`src/rtl/intflag_pkg.sv`:
```
package intflag_pkg;
    localparam int NUM_FLAGS = 9;
    localparam int OP_W      = 12;

    localparam int IDX_CORR   = 0;
    localparam int IDX_UNCORR = 1;
    localparam int IDX_FPE    = 2;

    localparam logic [OP_W-1:0] OP_FPE_SET = 12'o0021;
    localparam logic [OP_W-1:0] OP_FPE_CLR = 12'o0022;

    typedef struct packed {
        logic monitor;
        logic uncorr_en;
        logic fpe_en;
        logic corr_en;
    } mode_t;

    typedef enum logic {
        ST_QUIET   = 1'b0,
        ST_REQUEST = 1'b1
    } req_state_t;
endpackage

```
`src/rtl/intflag_modereg.sv`:
```
module intflag_modereg
    import intflag_pkg::*;
#(
    parameter int OPW = OP_W
) (
    input  logic           clk,
    input  logic           rst_n,
    input  logic           load,
    input  mode_t          load_modes,
    input  logic           load_msel,
    input  logic           instr_valid,
    input  logic [OPW-1:0] opcode,
    output mode_t          modes,
    output logic           msel
);
    localparam logic [OPW-1:0] SET_CODE = OPW'(OP_FPE_SET);
    localparam logic [OPW-1:0] CLR_CODE = OPW'(OP_FPE_CLR);

    mode_t modes_d;
    logic  msel_d;

    always_comb begin
        modes_d = modes;
        msel_d  = msel;
        if (load) begin
            modes_d = load_modes;
            msel_d  = load_msel;
        end else if (instr_valid) begin
            if (opcode == SET_CODE)
                modes_d.fpe_en = 1'b1;
            else if (opcode == CLR_CODE)
                modes_d.fpe_en = 1'b0;
        end
    end

    always_ff @(posedge clk or negedge rst_n) begin
        if (!rst_n) begin
            modes <= '0;
            msel  <= 1'b0;
        end else begin
            modes <= modes_d;
            msel  <= msel_d;
        end
    end
endmodule

```
`src/rtl/intflag_gate.sv`:
```
module intflag_gate
    import intflag_pkg::*;
#(
    parameter int NF          = NUM_FLAGS,
    parameter bit MONITOR_OPT = 1'b0
) (
    input  mode_t         modes,
    input  logic          msel,
    input  logic [NF-1:0] mask_a,
    input  logic [NF-1:0] mask_b,
    input  logic [NF-1:0] events,
    output logic [NF-1:0] accepted
);
    localparam logic [NF-1:0] MEM_ONLY =
        (NF'(1) << IDX_CORR) | (NF'(1) << IDX_UNCORR);

    logic [NF-1:0] mon_permit;
    logic [NF-1:0] permit;

    generate
        if (MONITOR_OPT) begin : g_masked_monitor
            assign mon_permit = msel ? mask_b : mask_a;
        end else begin : g_basic_monitor
            assign mon_permit = MEM_ONLY;
        end
    endgenerate

    always_comb begin
        permit             = '1;
        permit[IDX_CORR]   = modes.corr_en;
        permit[IDX_UNCORR] = modes.uncorr_en;
        permit[IDX_FPE]    = modes.fpe_en;
        if (modes.monitor)
            permit = permit & mon_permit;
        accepted = events & permit;
    end
endmodule

```
`src/rtl/intflag_flagreg.sv`:
```
module intflag_flagreg #(
    parameter int NF = 9
) (
    input  logic          clk,
    input  logic          rst_n,
    input  logic          load,
    input  logic [NF-1:0] load_flags,
    input  logic [NF-1:0] accepted,
    output logic [NF-1:0] flags_next,
    output logic [NF-1:0] flags
);
    assign flags_next = (load ? load_flags : flags) | accepted;

    always_ff @(posedge clk or negedge rst_n) begin
        if (!rst_n)
            flags <= '0;
        else
            flags <= flags_next;
    end
endmodule

```
`src/rtl/intflag_ctrl.sv`:
```
module intflag_ctrl
    import intflag_pkg::*;
#(
    parameter int NF          = NUM_FLAGS,
    parameter int OPW         = OP_W,
    parameter bit MONITOR_OPT = 1'b0
) (
    input  logic           clk,
    input  logic           rst_n,
    input  logic [NF-1:0]  event_i,
    input  logic           pkg_load_i,
    input  logic [NF-1:0]  pkg_flags_i,
    input  logic [3:0]     pkg_modes_i,
    input  logic           pkg_msel_i,
    input  logic           instr_valid_i,
    input  logic [OPW-1:0] opcode_i,
    input  logic [NF-1:0]  mon_mask_a_i,
    input  logic [NF-1:0]  mon_mask_b_i,
    output logic           irq_o,
    output logic [NF-1:0]  save_flags_o,
    output logic [3:0]     save_modes_o,
    output logic           save_msel_o
);
    mode_t         modes;
    logic          msel;
    logic [NF-1:0] accepted;
    logic [NF-1:0] flags_next;
    req_state_t    state_q, state_d;

    intflag_modereg #(.OPW(OPW)) u_modes (
        .clk         (clk),
        .rst_n       (rst_n),
        .load        (pkg_load_i),
        .load_modes  (mode_t'(pkg_modes_i)),
        .load_msel   (pkg_msel_i),
        .instr_valid (instr_valid_i),
        .opcode      (opcode_i),
        .modes       (modes),
        .msel        (msel)
    );

    intflag_gate #(.NF(NF), .MONITOR_OPT(MONITOR_OPT)) u_gate (
        .modes    (modes),
        .msel     (msel),
        .mask_a   (mon_mask_a_i),
        .mask_b   (mon_mask_b_i),
        .events   (event_i),
        .accepted (accepted)
    );

    intflag_flagreg #(.NF(NF)) u_flags (
        .clk        (clk),
        .rst_n      (rst_n),
        .load       (pkg_load_i),
        .load_flags (pkg_flags_i),
        .accepted   (accepted),
        .flags_next (flags_next),
        .flags      (save_flags_o)
    );

    // Request state machine: RAISE and DROP transitions
    always_comb begin
        state_d = state_q;
        unique case (state_q)
            ST_QUIET:   if (|flags_next) state_d = ST_REQUEST;
            ST_REQUEST: if (!(|flags_next)) state_d = ST_QUIET;
            default:    state_d = ST_QUIET;
        endcase
    end

    always_ff @(posedge clk or negedge rst_n) begin
        if (!rst_n)
            state_q <= ST_QUIET;
        else
            state_q <= state_d;
    end

    always_comb begin
        irq_o = (state_q == ST_REQUEST);
    end

    assign save_modes_o = modes;
    assign save_msel_o  = msel;
endmodule

```
`config.mk`:
```
export PLATFORM = sky130hd
export DESIGN_NAME = intflag_ctrl
export DESIGN_NICKNAME = d
export VERILOG_FILES = /design/src/rtl/intflag_pkg.sv /design/src/rtl/intflag_modereg.sv /design/src/rtl/intflag_gate.sv /design/src/rtl/intflag_flagreg.sv /design/src/rtl/intflag_ctrl.sv
export SDC_FILE = /design/constraint.sdc
export NUM_CORES = 1
export LEC_CHECK = 0
export ABC_CLOCK_PERIOD_IN_PS = 1260
export BUFFER_PORTS_ARGS = -buffer_cell sky130_fd_sc_hd__buf_2
export CAP_MARGIN = 5
export CELL_PAD_IN_SITES_DETAIL_PLACEMENT = 1
export CELL_PAD_IN_SITES_GLOBAL_PLACEMENT = 2
export CORE_MARGIN = 10
export CORE_UTILIZATION = 17
export DETAILED_ROUTE_END_ITERATION = 8
export PLACE_DENSITY = 0.75
export REMOVE_ABC_BUFFERS = 1
export SYNTH_ARGS = -nofsm -noshare
export SYNTH_HDL_FRONTEND = slang
export SYNTH_SLANG_ARGS = --single-unit
export TNS_END_PERCENT = 10
```
`constraint.sdc`:
```
create_clock -name clk -period 1.26 [get_ports clk]
set_input_delay 0.252 -clock clk [delete_from_list [all_inputs] [get_ports clk]]
set_output_delay 0.252 -clock clk [all_outputs]
set_load 0.02 [all_outputs]
```
==> results.sh, run 1 <==
export IMPL_status="complete, no violations"
export IMPL_power_combinational_fraction_pct=26.4
export IMPL_multiInputGateArea_um2=290
export IMPL_grt_max_degree=16
export IMPL_skew_ps=1.01
export IMPL_post_route_period_util_pct=96.1
export IMPL_firstDrtPassIters=2
export IMPL_wl_met1_mm=1.05
export IMPL_cts_clk_slew_worst_paths_ps=60
export IMPL_detail_route_iter0_violations=14
export IMPL_clock_root_buffer="clkbuf_8"
export IMPL_startpoint_type="flip-flop"
export IMPL_rsz0062_at_grt="yes"
export IMPL_area_growth_pct=65.7
export IMPL_core_rowCount=23
export IMPL_clock_path_buffers=2
export IMPL_core_um2=4000
export IMPL_synth_distinct_cells=18
export IMPL_p_clk_share_pct=29.8
export IMPL_synth_top_area_cell="dfrtp_1"
export IMPL_r2r_start="u_modes.modes[0]"
export IMPL_path_cells="buf_4 > buf_2"
export IMPL_grt_overflow_total=0
export IMPL_htree_levels=1
export IMPL_cp_buffers_inverters=2
export IMPL_fin_util_pct=29.0
export IMPL_final_cell_mix="buf_2 (52), dfrtp_1 (14), buf_4 (10)"
export IMPL_cp_num_cells=2
export IMPL_hold_start="pkg_modes_i[0]"
export IMPL_crit_fanout=4
export IMPL_crit_slowest_cell="dfrtp_2"
export IMPL_ys_ff_latch=15
export IMPL_ios=72
export IMPL_diodes=0
export IMPL_seq_power_share_pct=43.9
export IMPL_place_congestion=0.761
export IMPL_met3_length_um=277
export IMPL_r2r_end="irq_o"
export IMPL_critPathKind="flip-flop to primary output"
export IMPL_dieArea_um2=7090
export IMPL_critPathRequiredTime_ps=1010
export IMPL_hp_class="input port to flip-flop"
export IMPL_ant_nets=0
export IMPL_cts_sinks=15
export IMPL_grt_pass1_vias=853
export IMPL_whs_ps=247
export IMPL_synth_top_area_share_pct=53.6
export IMPL_postSynthCellCount=63
export IMPL_leakagePower_nw=0.593
export IMPL_intPower_mw=0.912
export IMPL_yosysWarnings=0
export IMPL_drc=0
export IMPL_antenna_found_initial=0
export IMPL_synth_area_leaders="dfrtp_1 (54%), mux2i_1 (10%), mux2_2 (6.4%)"
export IMPL_reg2regPathDepth=4
export IMPL_power_density_nw_per_um2=1100
export IMPL_critPathMaxStageDelay_ps=420
export IMPL_cts_buffers=3
export IMPL_wl_met2_mm=1.33
export IMPL_switching_power_mw=0.368
export IMPL_post_place_ws_ps=-233
export IMPL_totalWireLength_mm=2.66
export IMPL_synth_area_um2=701
export IMPL_cp_end_kind="primary output"
export IMPL_final_nets=187
export IMPL_switching_share_pct=28.7
export IMPL_start_util_pct=17.5
export IMPL_finalSetupViolCount=0
export IMPL_grt_pass1_wl_mm=4.33
export IMPL_io_buffer_count=53
export IMPL_wl_per_cell_um=14.9
export IMPL_fill_cells=481
export IMPL_hold_path_end="u_modes.modes[0]"
export IMPL_setup_slack_ps=49.7
export IMPL_min_path_cells=2
export IMPL_clk_latency_ps=240
export IMPL_vdd_drop_max_mv=0.291
export IMPL_max_slew_margin_rel_pct=76.3
export IMPL_tightest_slew_ps=356
export IMPL_cts_tree="built"
export IMPL_viasPerCell=4.06
export IMPL_final_layout_size_suffix_gt1_share_pct=60.5
export IMPL_final_common_cell="buf_2"
export IMPL_hold_violations=0
export IMPL_slew_viol_final=0
export IMPL_die_x_um=84.2
export IMPL_grt_usage_pct=7.53
export IMPL_vias=727
export IMPL_max_freq_mhz=826
export IMPL_maxCapViolCount=0
export IMPL_top_layer="met3"
export IMPL_syn_area_per_cell_um2=11.1
export IMPL_r2r_slack_ps=120
export IMPL_die_h_um=84.2
export IMPL_seq_area_frac_synth_pct=53.6
export IMPL_period_minus_slack_ps=1210
export IMPL_cp_top_family="flip-flops"
export IMPL_dp_hpwl_mm=2.31
export IMPL_ff_latch_area_um2=377
export IMPL_arrival_ps=960
## layout make-up
class	instances	share of cell area (%)
Tap cell	50	5.39
Sequential cell	15	32.4
Clock buffer	4	3.88
Inverter	9	2.91
Multi-Input combinational cell	37	25.0
Timing Repair Buffer	64	30.4
## layer usage
metal | track usage, % | vias to the layer above
li1 | - | 349
met1 | 7.35 | 344
met2 | 13.6 | 34
met3 | 3.77 | 0
met4 | 2.28 | 0
met5 | 0 | -
## cells in the mapped netlist
cell      instances
nor3_1            2
mux2_2            4
o21ai_0           7
a22oi_1           2
mux2i_1           7
nand3_1           2
dfrtp_1          15
nor2_1            1
nor4b_1           1
buf_6             1
and4bb_2          1
nor4_1            2
inv_1             9
and2b_1           1
clkbuf_8          1
o21ai_1           3
a211o_2           1
nand2_1           3
## registers in the layout, indices dropped and copies added (netlist names)
name / count
u_flags.flags: 9
u_modes.modes: 4
irq_o: 1
u_modes.msel: 1
## worst max-delay path by stage
stage	startpoint	slack [ps]	end
floorplan	u_flags.flags[3]	130	irq_o
global placement	pkg_load_i	-180	irq_o
detailed placement	pkg_load_i	-230	irq_o
CTS	u_modes.modes[0]	30	irq_o
global route	u_flags.flags[3]	-10	irq_o
finish	u_modes.modes[3]	50	save_modes_o[3]
## through the flow
stage	power, mW	area, µm²	setup TNS, ps	instances
floorplan	0.707	676	0	61
global placement	0.873	1060	-261	171
detailed placement	0.888	1060	-370	171
CTS	1.30	1130	0	178
global route	1.38	1160	-13.1	179
finish	1.28	1160	0	179
## cell families after synthesis
| family | synth area share (%) |
|---|---|
| AOI/OAI and AO/OA | 10.7 |
| buffers and inverters | 8.39 |
| DFF | 53.6 |
| muxes | 16.4 |
| and+or+nand+nor | 10.9 |
## worst reg2reg max path, delay by kind of cell, from the launching register on
family             cells  cell delay [ps]
and+or+nand+nor        2              370
AOI/OAI and AO/OA      2              250
DFF                    1              400
## power by group through the flow
stage | sequential (mW) | combinational [mW] | clock (mW)
after detailed placement | 0.574 | 0.314 | 0
after global routing | 0.569 | 0.374 | 0.436
after CTS | 0.562 | 0.330 | 0.412
after floorplan | 0.632 | 0.0745 | 0
final | 0.561 | 0.337 | 0.381
after global placement | 0.569 | 0.304 | 0
## repair_timing
| item | in CTS | in global routing |
|---|---|---|
| hold buffers | 1 | 0 |
| pin swaps | 0 | 3 |
| setup endpoints to repair | 1 | 1 |
| hold endpoints to repair | 15 | 0 |
| resized for setup | 1 | 7 |
| setup buffers | 2 | 1 |
Power figures use the tool's default switching activity.
==> run 2: changes to the inputs <==
- CORE_UTILIZATION: 17 -> 19
- PLACE_DENSITY: 0.75 -> 0.76
- SYNTH_HIERARCHICAL: not set -> 1
==> results.sh, run 2 <==
export IMPL_layout_cells_non_filler=179
export IMPL_synth_commonest_cells="dfrtp_1 (15), a211o_1 (10), and2b_2 (6)"
export IMPL_vias=751
export IMPL_diodes=0
export IMPL_ios=72
export IMPL_clk_latency_ps=240
export IMPL_r2r_slack_ps=-110
export IMPL_fin_util_pct=31.0
export IMPL_detail_route_iter0_violations=11
export IMPL_hold_path_end="u_modes/modes[3]"
export IMPL_r2r_start="u_modes/modes[3]"
export IMPL_post_dp_cell_area_um2=1140
export IMPL_max_slew_margin_rel_pct=76.1
export IMPL_violations="negative setup slack"
export IMPL_yosysWarnings=6
export IMPL_place_congestion=0.763
export IMPL_r2r_end="irq_o"
export IMPL_maxCapViolCount=0
export IMPL_ys_flop_type="dfrtp_1"
export IMPL_dieArea_um2=7000
export IMPL_synth_area_leaders="dfrtp_1 (49%), a211o_1 (11%), and2b_2 (6.8%)"
export IMPL_core_um2=3970
export IMPL_power_mw=1.32
export IMPL_reg2regPathDepth=6
export IMPL_grt_pass1_vias=963
export IMPL_antenna_found_initial=0
export IMPL_setup_slack_ps=-109
export IMPL_dp_hpwl_mm=2.38
export IMPL_wl_per_cell_um=15.2
export IMPL_die_x_um=83.6
export IMPL_period_minus_slack_ps=1370
export IMPL_min_path_cells=2
export IMPL_post_route_period_util_pct=109
export IMPL_synth_most_common_cell="dfrtp_1"
export IMPL_fin_setup_tns_ps=-191
export IMPL_clock_root_buffer="clkbuf_8"
export IMPL_hp_class="input port to flip-flop"
export IMPL_dp_cells=172
export IMPL_startpoint_type="flip-flop"
export IMPL_cts_tree="built"
export IMPL_cts_clk_slew_worst_paths_ps=60
export IMPL_synth_top_area_cell="dfrtp_1"
export IMPL_tightest_slew_ps=359
export IMPL_power_density_nw_per_um2=1070
export IMPL_skew_ps=4.44
export IMPL_synth_edff_count=0
export IMPL_clock_path_buffers=2
export IMPL_cts_sinks=15
export IMPL_slew_viol_final=0
export IMPL_seq_area_frac_synth_pct=48.8
export IMPL_final_cell_area_um2=1230
export IMPL_hold_start="pkg_modes_i[3]"
export IMPL_final_cell_mix="buf_2 (52), dfrtp_1 (14), buf_4 (11)"
export IMPL_grt_usage_pct=7.51
export IMPL_synth_top_area_share_pct=48.8
export IMPL_final_nets=187
export IMPL_grt_max_degree=16
export IMPL_cp_end_kind="flip-flop"
export IMPL_die_h_um=83.6
export IMPL_totalWireLength_mm=2.72
export IMPL_ys_async_sr_fraction_pct=100
export IMPL_start_util_pct=19.4
export IMPL_grt_overflow_total=0
export IMPL_cts_buffers=3
export IMPL_status="finished, violations left"
export IMPL_finalSetupViolCount=2
export IMPL_synth_distinct_cells=21
export IMPL_htree_levels=1
export IMPL_viasPerCell=4.20
export IMPL_io_buffer_count=53
export IMPL_largest_register_ffs=9
export IMPL_drc=0
export IMPL_top_register="u_flags/flags"
export IMPL_critPathKind="flip-flop to flip-flop"
export IMPL_max_freq_mhz=730
export IMPL_rsz0062_at_grt="yes"
export IMPL_ant_nets=0
export IMPL_grt_pass1_wl_mm=4.42
export IMPL_critPathRequiredTime_ps=1380
export IMPL_top_regs="u_flags/flags x9, u_modes/modes x4"
export IMPL_synth_area_um2=769
export IMPL_hold_violations=0
export IMPL_ys_ff_latch=15
export IMPL_final_layout_size_suffix_gt1_share_pct=61.2
export IMPL_syn_area_per_cell_um2=12.2
export IMPL_area_growth_pct=60.2
export IMPL_firstDrtPassIters=3
export IMPL_crit_fanout=5
export IMPL_leakagePower_nw=0.626
export IMPL_vdd_drop_max_mv=0.362
export IMPL_fill_cells=486
export IMPL_postSynthCellCount=63
export IMPL_final_common_cell="buf_2"
export IMPL_arrival_ps=1490
export IMPL_core_rowCount=23
==> run 2: cell types whose count changed in the layout (fill, tap and decap cells not counted), sizes merged, moves of 2 or more <==
cell | previous run | this run
a211o | 1 | 10
a22oi | 2 | 0
and2 | 0 | 2
and2b | 1 | 10
inv | 9 | 2
mux2i | 7 | 0
nand2 | 3 | 1
nand4 | 0 | 2
nor2b | 0 | 5
o21ai | 10 | 0
==> run 2: kinds of logic (layout without fill, tap and decap cells) <==
logic type | after synthesis | count (layout) | share of synthesized area (%)
muxes | 4 | 4 | 5.85
and+or+nand+nor | 29 | 29 | 30.1
buffers and inverters | 4 | 70 | 2.60
AOI/OAI and AO/OA | 11 | 11 | 12.7
DFF | 15 | 15 | 48.8
==> run 2: final cells by class <==
type / count / area [µm²] / share of cell area, %
Multi-Input combinational cell: 44 / 388 / 31.5
Sequential cell: 15 / 377 / 30.6
Timing Repair Buffer: 64 / 353 / 28.6
Tap cell: 50 / 62.6 / 5.08
Clock buffer: 4 / 45.0 / 3.65
Inverter: 2 / 7.51 / 0.609
==> run 2: worst max-delay path by stage <==
stage | start | to | slack, ps
finish | u_modes/modes[3] | irq_o | -110
global route | u_modes/modes[3] | irq_o | -180
CTS | u_modes/modes[3] | irq_o | -150
detailed placement | u_modes/modes[3] | irq_o | -280
global placement | u_modes/modes[3] | irq_o | -290
floorplan | u_modes/modes[3] | irq_o | -220
==> run 2: worst max-delay path, cell delays in order (launching register included) <==
cell and delay [ps]:
dfrtp_2 400, buf_4 120, buf_4 100, and3b_2 190, a211o_1 260, nor2_2 110
nand3_1 70
==> run 2: repair_timing <==
item	in CTS	in global routing
hold endpoints to repair	15	0
pin swaps	6	1
hold buffers	1	0
setup endpoints to repair	2	2
gates resized for setup	4	1
buffers inserted	2	0
==> run 2: power by group <==
group          switching [mW]  internal (mW)  total [mW]  leakage [nW]
Sequential             0.0262          0.533       0.560         0.166
Clock                   0.155          0.223       0.378        0.0228
Combinational           0.196          0.190       0.386         0.437
Total                   0.377          0.946        1.32         0.626
==> run 2: metal layers <==
layer | part of all wire (%) | wire [µm] | global-route usage (%) | vias to the layer above
met4 | 0 | 0 | 1.37 | 0
li1 | - | - | - | 360
met5 | 0 | 0 | 0 | -
met2 | 45 | 1230 | 12.5 | 42
met3 | 14 | 381 | 4.88 | 0
met1 | 41 | 1110 | 7.77 | 349
==> run 2: through the flow <==
stage / hold WS (ps) / setup WS (ps)
global placement: 176 / -295
detailed placement: 187 / -283
floorplan: -43.6 / -223
finish: 230 / -109
global route: 232 / -184
CTS: 222 / -146
